--- src/rtl/wpt_pkg.sv ---
package wpt_pkg;
  localparam int CMP_W      = 3;
  localparam int SIDE_BIT   = 3;
  localparam int CHAIN_BIT  = 4;
  localparam int RANGE_BIT  = 5;
  localparam int EN_BIT     = 6;
  localparam int CTRL_REG_W = 7;
  localparam int NUM_REGS   = 6;

  typedef enum logic [2:0] {
    OFF_ADDR_VAL = 3'd0,
    OFF_ADDR_MSK = 3'd1,
    OFF_DATA_VAL = 3'd2,
    OFF_DATA_MSK = 3'd3,
    OFF_CTRL_VAL = 3'd4,
    OFF_CTRL_MSK = 3'd5
  } reg_off_e;
endpackage

--- src/rtl/wpt_match.sv ---
module wpt_match #(
  parameter int W = 32
) (
  input  logic [W-1:0] obs,
  input  logic [W-1:0] val,
  input  logic [W-1:0] msk,
  output logic         eq
);
  assign eq = (((obs ^ val) & ~msk) == '0);
endmodule

--- src/rtl/wpt_regfile.sv ---
module wpt_regfile
  import wpt_pkg::*;
#(
  parameter int AW   = 32,
  parameter int DW   = 32,
  parameter int RAW  = 5,
  parameter int WW   = 32,
  parameter int BASE = 8
) (
  input  logic                  clk,
  input  logic                  rst_n,
  input  logic                  wr_en,
  input  logic [RAW-1:0]        wr_addr,
  input  logic [WW-1:0]         wr_data,
  output logic [AW-1:0]         addr_val,
  output logic [AW-1:0]         addr_msk,
  output logic [DW-1:0]         data_val,
  output logic [DW-1:0]         data_msk,
  output logic [CTRL_REG_W-1:0] ctrl_val,
  output logic [CMP_W-1:0]      ctrl_msk
);
  localparam logic [RAW-1:0] BASE_V = BASE[RAW-1:0];
  localparam logic [RAW-1:0] NREG_V = NUM_REGS[RAW-1:0];

  logic [RAW-1:0] rel;
  logic           own;
  logic           unused_hi;

  assign rel       = wr_addr - BASE_V;
  assign own       = wr_en && (wr_addr >= BASE_V) && (rel < NREG_V);
  assign unused_hi = ^wr_data[WW-1:CTRL_REG_W];

  always_ff @(posedge clk or negedge rst_n) begin
    if (!rst_n) begin
      addr_val <= '0;
      addr_msk <= '0;
      data_val <= '0;
      data_msk <= '0;
      ctrl_val <= '0;
      ctrl_msk <= '0;
    end else if (own) begin
      case (reg_off_e'(rel[2:0]))
        OFF_ADDR_VAL: addr_val <= wr_data[AW-1:0];
        OFF_ADDR_MSK: addr_msk <= wr_data[AW-1:0];
        OFF_DATA_VAL: data_val <= wr_data[DW-1:0];
        OFF_DATA_MSK: data_msk <= wr_data[DW-1:0];
        OFF_CTRL_VAL: ctrl_val <= wr_data[CTRL_REG_W-1:0];
        OFF_CTRL_MSK: ctrl_msk <= wr_data[CMP_W-1:0];
        default: ;
      endcase
    end
  end


  foreign_write_chk: assert property (@(posedge clk) disable iff (!rst_n)
    (wr_en && !own) |=> $stable({addr_val, addr_msk, data_val, data_msk, ctrl_val, ctrl_msk}));
endmodule

--- src/rtl/wpt_unit.sv ---
module wpt_unit
  import wpt_pkg::*;
#(
  parameter int AW   = 32,
  parameter int DW   = 32,
  parameter int RAW  = 5,
  parameter int WW   = 32,
  parameter int BASE = 8
) (
  input  logic             clk,
  input  logic             rst_n,
  input  logic             wr_en,
  input  logic [RAW-1:0]   wr_addr,
  input  logic [WW-1:0]    wr_data,
  input  logic [AW-1:0]    i_addr,
  input  logic [DW-1:0]    i_data,
  input  logic [CMP_W-1:0] i_ctrl,
  input  logic [AW-1:0]    d_addr,
  input  logic [DW-1:0]    d_data,
  input  logic [CMP_W-1:0] d_ctrl,
  input  logic             chn_ok,
  input  logic             rng_ok,
  output logic             hit,
  output logic             req_q,
  output logic             rng_q
);
  logic [AW-1:0]         av, am, sel_addr;
  logic [DW-1:0]         dv, dm, sel_data;
  logic [CTRL_REG_W-1:0] cv;
  logic [CMP_W-1:0]      cm, sel_ctrl;
  logic                  a_eq, d_eq, c_eq, qual;

  wpt_regfile #(.AW(AW), .DW(DW), .RAW(RAW), .WW(WW), .BASE(BASE)) regs_i (
    .clk(clk), .rst_n(rst_n), .wr_en(wr_en), .wr_addr(wr_addr), .wr_data(wr_data),
    .addr_val(av), .addr_msk(am), .data_val(dv), .data_msk(dm),
    .ctrl_val(cv), .ctrl_msk(cm)
  );

  always_comb begin
    if (cv[SIDE_BIT]) begin
      sel_addr = d_addr;
      sel_data = d_data;
      sel_ctrl = d_ctrl;
    end else begin
      sel_addr = i_addr;
      sel_data = i_data;
      sel_ctrl = i_ctrl;
    end
  end

  wpt_match #(.W(AW))    addr_cmp_i (.obs(sel_addr), .val(av), .msk(am), .eq(a_eq));
  wpt_match #(.W(DW))    data_cmp_i (.obs(sel_data), .val(dv), .msk(dm), .eq(d_eq));
  wpt_match #(.W(CMP_W)) ctrl_cmp_i (.obs(sel_ctrl), .val(cv[CMP_W-1:0]), .msk(cm), .eq(c_eq));

  assign hit  = a_eq && d_eq && c_eq;
  assign qual = cv[EN_BIT] && (!cv[CHAIN_BIT] || chn_ok) && (!cv[RANGE_BIT] || rng_ok);

  always_ff @(posedge clk or negedge rst_n) begin
    if (!rst_n) begin
      req_q <= 1'b0;
      rng_q <= 1'b0;
    end else begin
      req_q <= hit && qual;
      rng_q <= hit;
    end
  end


  req_needs_hit_chk: assert property (@(posedge clk) disable iff (!rst_n)
    req_q |-> rng_q);

  disabled_quiet_chk: assert property (@(posedge clk) disable iff (!rst_n)
    !cv[EN_BIT] |=> !req_q);

  chain_gate_chk: assert property (@(posedge clk) disable iff (!rst_n)
    (cv[CHAIN_BIT] && !chn_ok) |=> !req_q);

  range_gate_chk: assert property (@(posedge clk) disable iff (!rst_n)
    (cv[RANGE_BIT] && !rng_ok) |=> !req_q);
endmodule

--- src/rtl/wpt_pair.sv ---
module wpt_pair #(
  parameter int AW       = 32,
  parameter int DW       = 32,
  parameter int RAW      = 5,
  parameter int WW       = 32,
  parameter int NUNITS   = 2,
  parameter int U0_BASE  = 8,
  parameter int U1_BASE  = 16
) (
  input  logic              clk,
  input  logic              rst_n,
  input  logic              wr_en,
  input  logic [RAW-1:0]    wr_addr,
  input  logic [WW-1:0]     wr_data,
  input  logic [AW-1:0]     i_addr,
  input  logic [DW-1:0]     i_data,
  input  logic [2:0]        i_ctrl,
  input  logic [AW-1:0]     d_addr,
  input  logic [DW-1:0]     d_data,
  input  logic [2:0]        d_ctrl,
  input  logic              chain_in,
  input  logic              range_in,
  output logic [NUNITS-1:0] req_o,
  output logic [NUNITS-1:0] range_o
);
  logic [NUNITS-1:0] hit_vec, chn_vec, rng_vec;
  logic              h1_q;
  logic              unused_hit0;

  assign unused_hit0 = hit_vec[0];

  always_ff @(posedge clk or negedge rst_n) begin
    if (!rst_n) h1_q <= 1'b0;
    else        h1_q <= hit_vec[1];
  end

  for (genvar k = 0; k < NUNITS; k++) begin : g_unit
    localparam int UBASE = (k == 0) ? U0_BASE : U1_BASE;
    if (k == 0) begin : g_lead
      assign chn_vec[k] = h1_q;
      assign rng_vec[k] = hit_vec[1];
    end else begin : g_tail
      assign chn_vec[k] = chain_in;
      assign rng_vec[k] = range_in;
    end
    wpt_unit #(.AW(AW), .DW(DW), .RAW(RAW), .WW(WW), .BASE(UBASE)) unit_i (
      .clk(clk), .rst_n(rst_n), .wr_en(wr_en), .wr_addr(wr_addr), .wr_data(wr_data),
      .i_addr(i_addr), .i_data(i_data), .i_ctrl(i_ctrl),
      .d_addr(d_addr), .d_data(d_data), .d_ctrl(d_ctrl),
      .chn_ok(chn_vec[k]), .rng_ok(rng_vec[k]),
      .hit(hit_vec[k]), .req_q(req_o[k]), .rng_q(range_o[k])
    );
  end


  lead_chain_seq_chk: assert property (@(posedge clk) disable iff (!rst_n)
    (req_o[0] && !range_o[1]) |-> range_o[0]);
endmodule

--- config.mk ---
export PLATFORM = sky130hd
export DESIGN_NAME = wpt_pair
export DESIGN_NICKNAME = d
export VERILOG_FILES = /design/src/rtl/wpt_pkg.sv /design/src/rtl/wpt_match.sv /design/src/rtl/wpt_regfile.sv /design/src/rtl/wpt_unit.sv /design/src/rtl/wpt_pair.sv
export SDC_FILE = /design/constraint.sdc
export NUM_CORES = 1
export LEC_CHECK = 0
export ABC_AREA = 1
export BUFFER_PORTS_ARGS = -buffer_cell sky130_fd_sc_hd__buf_2
export CAP_MARGIN = 20
export CORE_AREA = 2 2 185 187
export CTS_CLUSTER_DIAMETER = 150
export DETAILED_ROUTE_END_ITERATION = 12
export DIE_AREA = 0 0 187 189
export PLACE_DENSITY = 0.69
export RECOVER_POWER = 100
export SLEW_MARGIN = 20
export SYNTH_ARGS = -nofsm -noshare
export SYNTH_HDL_FRONTEND = slang
export SYNTH_HIERARCHICAL = 1
export SYNTH_SLANG_ARGS = --single-unit
--- constraint.sdc ---
create_clock -name clk -period 3.3 [get_ports clk]
set_clock_uncertainty 0.2 [all_clocks]
set_input_delay 0.33 -clock clk [delete_from_list [all_inputs] [get_ports clk]]
set_output_delay 0.33 -clock clk [all_outputs]
set_load 0.01 [all_outputs]
==> results.json, run 1 <==
{
  "critPathLaunchType": "input port",
  "switching_share_pct": 32.6,
  "yosysTopAreaCell": "dfrtp_1",
  "synth.cell_area_um2": 16500,
  "num-fill-cells": 3281,
  "routed-wl-met2_um": 21300,
  "place_congestion": 0.880,
  "cts_inserted_buffers": 31,
  "clk_pin_slew_ns": 0.06,
  "grt_max_degree": 92,
  "final_core_util_pct": 56.4,
  "clk_path_buf_depth": 3,
  "place_hpwl_um": 32100,
  "fin_cells": 3193,
  "multi_input_area_um2": 7100,
  "fp.coreArea_um2": 33300,
  "min_path_type": "input port to flop",
  "hold_violations": 0,
  "postSynthAreaPerCell_um2": 6.53,
  "die_h_um": 189,
  "row_count": 67,
  "synth.top_cell.area_share_pct": 42.5,
  "track_usage_pct": 27.1,
  "synth-edff-count": 0,
  "wl_met3_um": 3460,
  "initial_utilization_pct": 49.7,
  "syn_to_final_growth_pct": 13.5,
  "synth.ff_latch_count": 281,
  "vdd_drop_max_uv": 420,
  "p_int_w": 0.00723,
  "dp_cells": 3099,
  "synth_area_leaders": "dfrtp_1 (43%), nand2_1 (29%), inv_1 (9.3%)",
  "vias": 15600,
  "violations": "capacitance limit, slew limit",
  "seq_power_share_pct": 42.3,
  "synth_warnings": 6,
  "postSynthNetCount": 2708,
  "nets": 2895,
  "htree_levels": 1,
  "totalWireLength_um": 47400,
  "grt_pass1_wl_um": 76700,
  "yosysMostFrequentCell": "nand2_1",
  "fin_crit_sh_pct": 88.5,
  "dr.max_layer_used": "met4",
  "rrSetupSlack_ns": 0.44,
  "finalCriticalPeriod_ns": 2.92,
  "rsz0062_at_grt": "no",
  "tightest_slew_ns": 1.79,
  "maxCapViolCount": 9,
  "crit_path_end_kind": "flop",
  "crit_arrival_ns": 3.16,
  "m1WireLength_um": 21100,
  "vias_per_cell": 4.89,
  "timing.hold.ws_ns": 0.0426,
  "worstSetupEndpoint": "g_unit[1].unit_i/regs_i/ctrl_val[3]",
  "cts_setup_buffers": 0,
  "cts_root_buf": "clkbuf_16",
  "status": "complete, but fails checks",
  "clock_latency_ns": 0.56,
  "synth_cell_type_count": 24,
  "syn_inst": 2532,
  "powerDensity_nw_per_um2": 571,
  "first_global_vias": 15000,
  "crit_start": "wr_en",
  "die_area_um2": 35300,
  "setup_viol": 0,
  "synth_common_cells": "nand2_1 (1267), inv_1 (410), dfrtp_1 (281)",
  "combPwrFrac_pct": 23.9,
  "numClockSinks": 281,
  "grt-ovfl-total": 0,
  "routedWlPerCell_um": 14.9,
  "drv_slew": 324,
  "p_leak_nw": 11.0,
  "required_ns": 3.54,
  "antenna_found_initial": 1,
  "final.setup.tns_ns": 0,
  "yosysSeqAreaShare_pct": 42.5,
  "reg2reg_from": "g_unit[0].unit_i/regs_i/ctrl_val[3]",
  "ios": 180,
  "power.net_switching_w": 0.00349,
  "drt_iter0_markers": 1109,
  "fmax_mhz": 343,
  "cp_max_fo": 31,
  "io_buffers": 179,
  "die_x_um": 187,
  "tritoncts": "done",
  "antenna_left": 0,
  "post-route-drc-count": 0,
  "synth-async-reset-ratio_pct": 100,
  "crit_type": "input port to flop",
  "synthFlopType": "dfrtp_1",
  "drive_gt1_share_pct": 10.2,
  "regArea_um2": 7040,
  "worstRegToRegCells": 15,
  "reg2reg_to": "g_unit[0].unit_i/req_q",
  "maxSlewHeadroom_pct": -19.4,
  "firstDrtPassIters": 5,
  "clockPowerShare_pct": 33.8
}
## worst max-delay path, stage by stage
cell,delay (ns)
buf_2,0.16
nand2_1,0.08
nor2_2,1.25
clkbuf_1,0.74
nand2_1,0.37
nand2_1,0.15
nand2_1,0.07
## sequential cells by signal (all words and copies together) (netlist names)
signal	flops
g_unit.unit_i/req_q	2
g_unit.unit_i/rng_q	2
g_unit.unit_i/regs_i/ctrl_msk	6
g_unit.unit_i/regs_i/data_val	64
g_unit.unit_i/regs_i/addr_val	64
g_unit.unit_i/regs_i/addr_msk	64
h1_q	1
g_unit.unit_i/regs_i/data_msk	64
g_unit.unit_i/regs_i/ctrl_val	14
## power by group through the flow
stage,logic [W],clock network (W),registers (W)
finish,0.00256,0.00362,0.00453
global route,0.00300,0.00382,0.00463
CTS,0.00258,0.00368,0.00453
detailed placement,0.00253,0,0.00458
global placement,0.00245,0,0.00456
floorplan,0.00193,0,0.00443
## worst min path at each step
| stage | slack [ns] | cells after the start | end | from |
|---|---|---|---|---|
| after floorplan | -0.17 | 0 | g_unit[0].unit_i/regs_i/addr_msk[0] | rst_n |
| after global placement | 0.20 | 1 | g_unit[0].unit_i/regs_i/data_val[17] | rst_n |
| after detailed placement | 0.20 | 1 | g_unit[0].unit_i/regs_i/data_val[17] | rst_n |
| after CTS | 0.02 | 5 | g_unit[0].unit_i/regs_i/ctrl_msk[2] | wr_addr[2] |
| after global routing | 0.04 | 5 | g_unit[0].unit_i/regs_i/ctrl_msk[2] | wr_addr[2] |
| final | 0.04 | 5 | g_unit[0].unit_i/regs_i/ctrl_msk[2] | wr_addr[2] |
## area by class of cell
| class | instances | share of cell area [%] |
|---|---|---|
| Clock buffer | 46 | 4.97 |
| Timing Repair Buffer | 236 | 7.59 |
| Clock inverter | 12 | 0.787 |
| Tap cell | 448 | 2.99 |
| Multi-Input combinational cell | 1752 | 37.8 |
| Sequential cell | 281 | 37.5 |
| Antenna cell | 1 | 0.0133 |
| Inverter | 417 | 8.34 |
## cell usage in the layout (no fill, tap or decap)
cell type / count
buf_12: 3
dlygate4sd3_1: 35
clkbuf_2: 1
nand4_1: 4
dfrtp_4: 2
diode_2: 1
o21ai_0: 108
bufinv_16: 3
clkbuf_8: 10
buf_4: 12
nor2_1: 203
nor2_2: 6
clkbuf_16: 31
buf_8: 1
nand3_1: 94
nand3_4: 2
clkinv_2: 5
nor2_4: 9
inv_6: 1
nand2_2: 6
clkinv_4: 1
nand3_2: 3
nand3b_1: 16
o21ai_2: 4
o21ai_1: 24
clkbuf_1: 19
inv_2: 7
nand2_1: 1271
dfrtp_1: 279
buf_2: 170
inv_1: 410
clkinvlp_4: 2
o21bai_1: 2
## cell families (layout without fill, tap and decap cells)
group,Yosys count,in the layout,share of synthesized area (%)
AND/OR/NAND/NOR,1614,1614,38.9
buffers and inverters,499,711,14.2
flip-flops,281,281,42.5
AO/OA/AOI/OAI,138,138,4.30
other,0,1,0
## repair_timing
item,in CTS,in global routing
gates resized for setup,0,0
setup endpoints to repair,0,0
hold endpoints to repair,361,0
hold buffers,35,0
## routing by layer
metal  vias to the layer above  global-route usage (%)
li1                       7804                       -
met1                      7181                    37.7
met2                       532                    44.2
met3                        95                    3.61
met4                         0                    8.52
met5                         -                       0
## metrics by stage
step	instance area (um^2)	total power (W)	setup slack, ns
global placement	17500	0.00701	0.527
finish	18800	0.0107	0.381
floorplan	16500	0.00636	1.24
global route	18800	0.0115	0.0629
detailed placement	17500	0.00711	0.396
CTS	18900	0.0108	0.409
Power figures use the tool's default switching activity.
==> run 2, diff against run 1 <==
==> constraint.sdc (replaced) <==
create_clock -name clk -period 3.3 [get_ports clk]
set_clock_uncertainty 0.2 [all_clocks]
set_input_delay 0.66 -clock clk [delete_from_list [all_inputs] [get_ports clk]]
set_output_delay 0.66 -clock clk [all_outputs]
set_load 0.01 [all_outputs]
==> results.json, run 2 (synthesized netlist as in run 1, its figures left out) <==
{
  "first_global_vias": 14300,
  "crit_type": "input port to flop",
  "required_ns": 3.48,
  "clock_latency_ns": 0.51,
  "dpl-instance-area_um2": 17500,
  "fp.coreArea_um2": 33300,
  "track_usage_pct": 26.7,
  "dp_slack_ns": 0.282,
  "numClockSinks": 281,
  "cts_resized": 0,
  "vias_per_cell": 4.84,
  "antenna_left": 0,
  "cp_common_cell": "nand2_1",
  "reg2reg_to": "g_unit[0].unit_i/req_q",
  "min-delay-start": "g_unit[0].unit_i/regs_i/data_msk[18]",
  "min_path_type": "flop to flop",
  "path_cells": "buf_2 > nand2_1 > nor2_1 > nand2_4 > nand2_1 > nand2_1",
  "final.setup.tns_ns": 0,
  "min_to": "g_unit[0].unit_i/regs_i/data_msk[18]",
  "powerDensity_nw_per_um2": 578,
  "maxSlewHeadroom_pct": -21.1,
  "layout.cells.most_common": "nand2_1",
  "total_power_w": 0.0107,
  "worstRegToRegCells": 17,
  "die_x_um": 187,
  "vdd_drop_max_uv": 464,
  "critPathLaunchType": "input port",
  "die_h_um": 189,
  "crit_slowest_cell": "nor2_1",
  "mostFrequentLayoutCells": "nand2_1 (1272), inv_1 (410), dfrtp_1 (279), nor2_1 (204), buf_2 (173)",
  "fin_area_um2": 18600,
  "drive_gt1_share_pct": 10.7,
  "drt_iter0_markers": 1068,
  "syn_to_final_growth_pct": 12.4,
  "die_area_um2": 35300,
  "violations": "capacitance limit, slew limit",
  "drv_slew": 206,
  "cts_inserted_buffers": 34,
  "place_hpwl_um": 31600,
  "grt_pass1_wl_um": 75100,
  "antenna_found_initial": 2,
  "vias": 15300,
  "post-route-drc-count": 0,
  "htree_levels": 2,
  "crit_family": "simple AND/OR/NAND/NOR gates",
  "crit_arrival_ns": 3.22,
  "crit_path_end_kind": "flop",
  "tritoncts": "done",
  "reg2reg_from": "g_unit[1].unit_i/regs_i/ctrl_val[3]",
  "rrSetupSlack_ns": 0.32,
  "clk_path_buf_depth": 3,
  "tightest_slew_ns": 1.81,
  "ios": 180,
  "rsz0062_at_grt": "no",
  "routedWlPerCell_um": 14.8,
  "clk_pin_slew_ns": 0.06,
  "finalCriticalPeriod_ns": 3.03,
  "io_buffers": 179,
  "fin_crit_sh_pct": 91.9,
  "cts_root_buf": "clkbuf_16",
  "critPathBufInv": 1,
  "p_leak_nw": 11.0,
  "setup_ws_ns": 0.266,
  "maxCapViolCount": 6,
  "place_congestion": 0.874,
  "min_path_cells": 2,
  "firstDrtPassIters": 7,
  "cp_max_fo": 32,
  "grt-ovfl-total": 0,
  "fmax_mhz": 330,
  "status": "complete, but fails checks",
  "row_count": 67,
  "setup_viol": 0,
  "initial_utilization_pct": 49.7,
  "hold_violations": 0,
  "grt_max_degree": 73,
  "nets": 2865,
  "cpPeakStageDelay_ns": 1.33,
  "totalWireLength_um": 46800
}
[run 2: worst max path at each step]
stage	startpoint	end	cells after the start
5_1_grt	g_unit[0].unit_i/regs_i/ctrl_val[3]	g_unit[0].unit_i/req_q	15
3_3_place_gp	g_unit[0].unit_i/regs_i/ctrl_val[3]	g_unit[0].unit_i/req_q	14
3_5_place_dp	g_unit[0].unit_i/regs_i/ctrl_val[3]	g_unit[0].unit_i/req_q	15
4_1_cts	g_unit[0].unit_i/regs_i/ctrl_val[3]	g_unit[0].unit_i/req_q	15
2_1_floorplan	g_unit[1].unit_i/regs_i/ctrl_val[3]	g_unit[0].unit_i/req_q	18
6_report	wr_en	g_unit[1].unit_i/regs_i/data_val[30]	6
[run 2: cell type report]
class / instances / area [um^2]
Clock inverter: 13 / 96.3
Timing Repair Buffer: 203 / 1180
Sequential cell: 281 / 7040
Multi-Input combinational cell: 1752 / 7120
Tap cell: 448 / 561
Inverter: 417 / 1570
Fill cell: 3266 / 14700
Clock buffer: 48 / 1010
Antenna cell: 2 / 5.00
[run 2: per-stage QoR]
stage / cells / hold slack, ns / utilization (%)
after floorplan: 2532 / 0.164 / -
after global placement: 3100 / 0.245 / 52.6
after detailed placement: 3100 / 0.251 / 52.6
after CTS: 3162 / 0.249 / 56.0
after global routing: 3164 / 0.258 / 55.8
final: 3164 / 0.261 / 55.8
[run 2: timing repair]
action,CTS,global route
endpoints found under the hold margin,52,0
hold buffers,1,0
buffers inserted,0,0
[run 2: per-layer routing]
metal	global-route usage, %	wire (um)	part of all wire [%]	up-vias
met4	9.22	1510	3.2	0
met3	3.99	3020	6.4	85
met2	43.6	21300	45	446
li1	-	-	-	7749
met5	0	0	0	-
met1	36.5	21000	45	7037
[run 2: report_power, final]
part	switching (W)	internal, W	leakage, nW	total, W
combinational	0.00158	0.000950	6.75	0.00253
clock	0.00145	0.00222	0.559	0.00368
sequential	0.000464	0.00408	3.65	0.00454
total	0.00350	0.00725	11.0	0.0107
[run 2: worst reg2reg max path: stages, from the launching register on]
cell	delay, ns
dfrtp_4	0.63
buf_12	0.26
buf_4	0.19
o21ai_0	0.25
nand2_1	0.08
nand2_1	0.06
nor2_1	0.04
nor2_1	0.10
nand2_1	0.06
nor2_1	0.24
nand2_1	0.17
nor2_1	0.11
nand2_1	0.05
nor2_1	0.20
inv_1	0.07
nand2_1	0.06
nand2_1	0.05
nor2_1	0.09
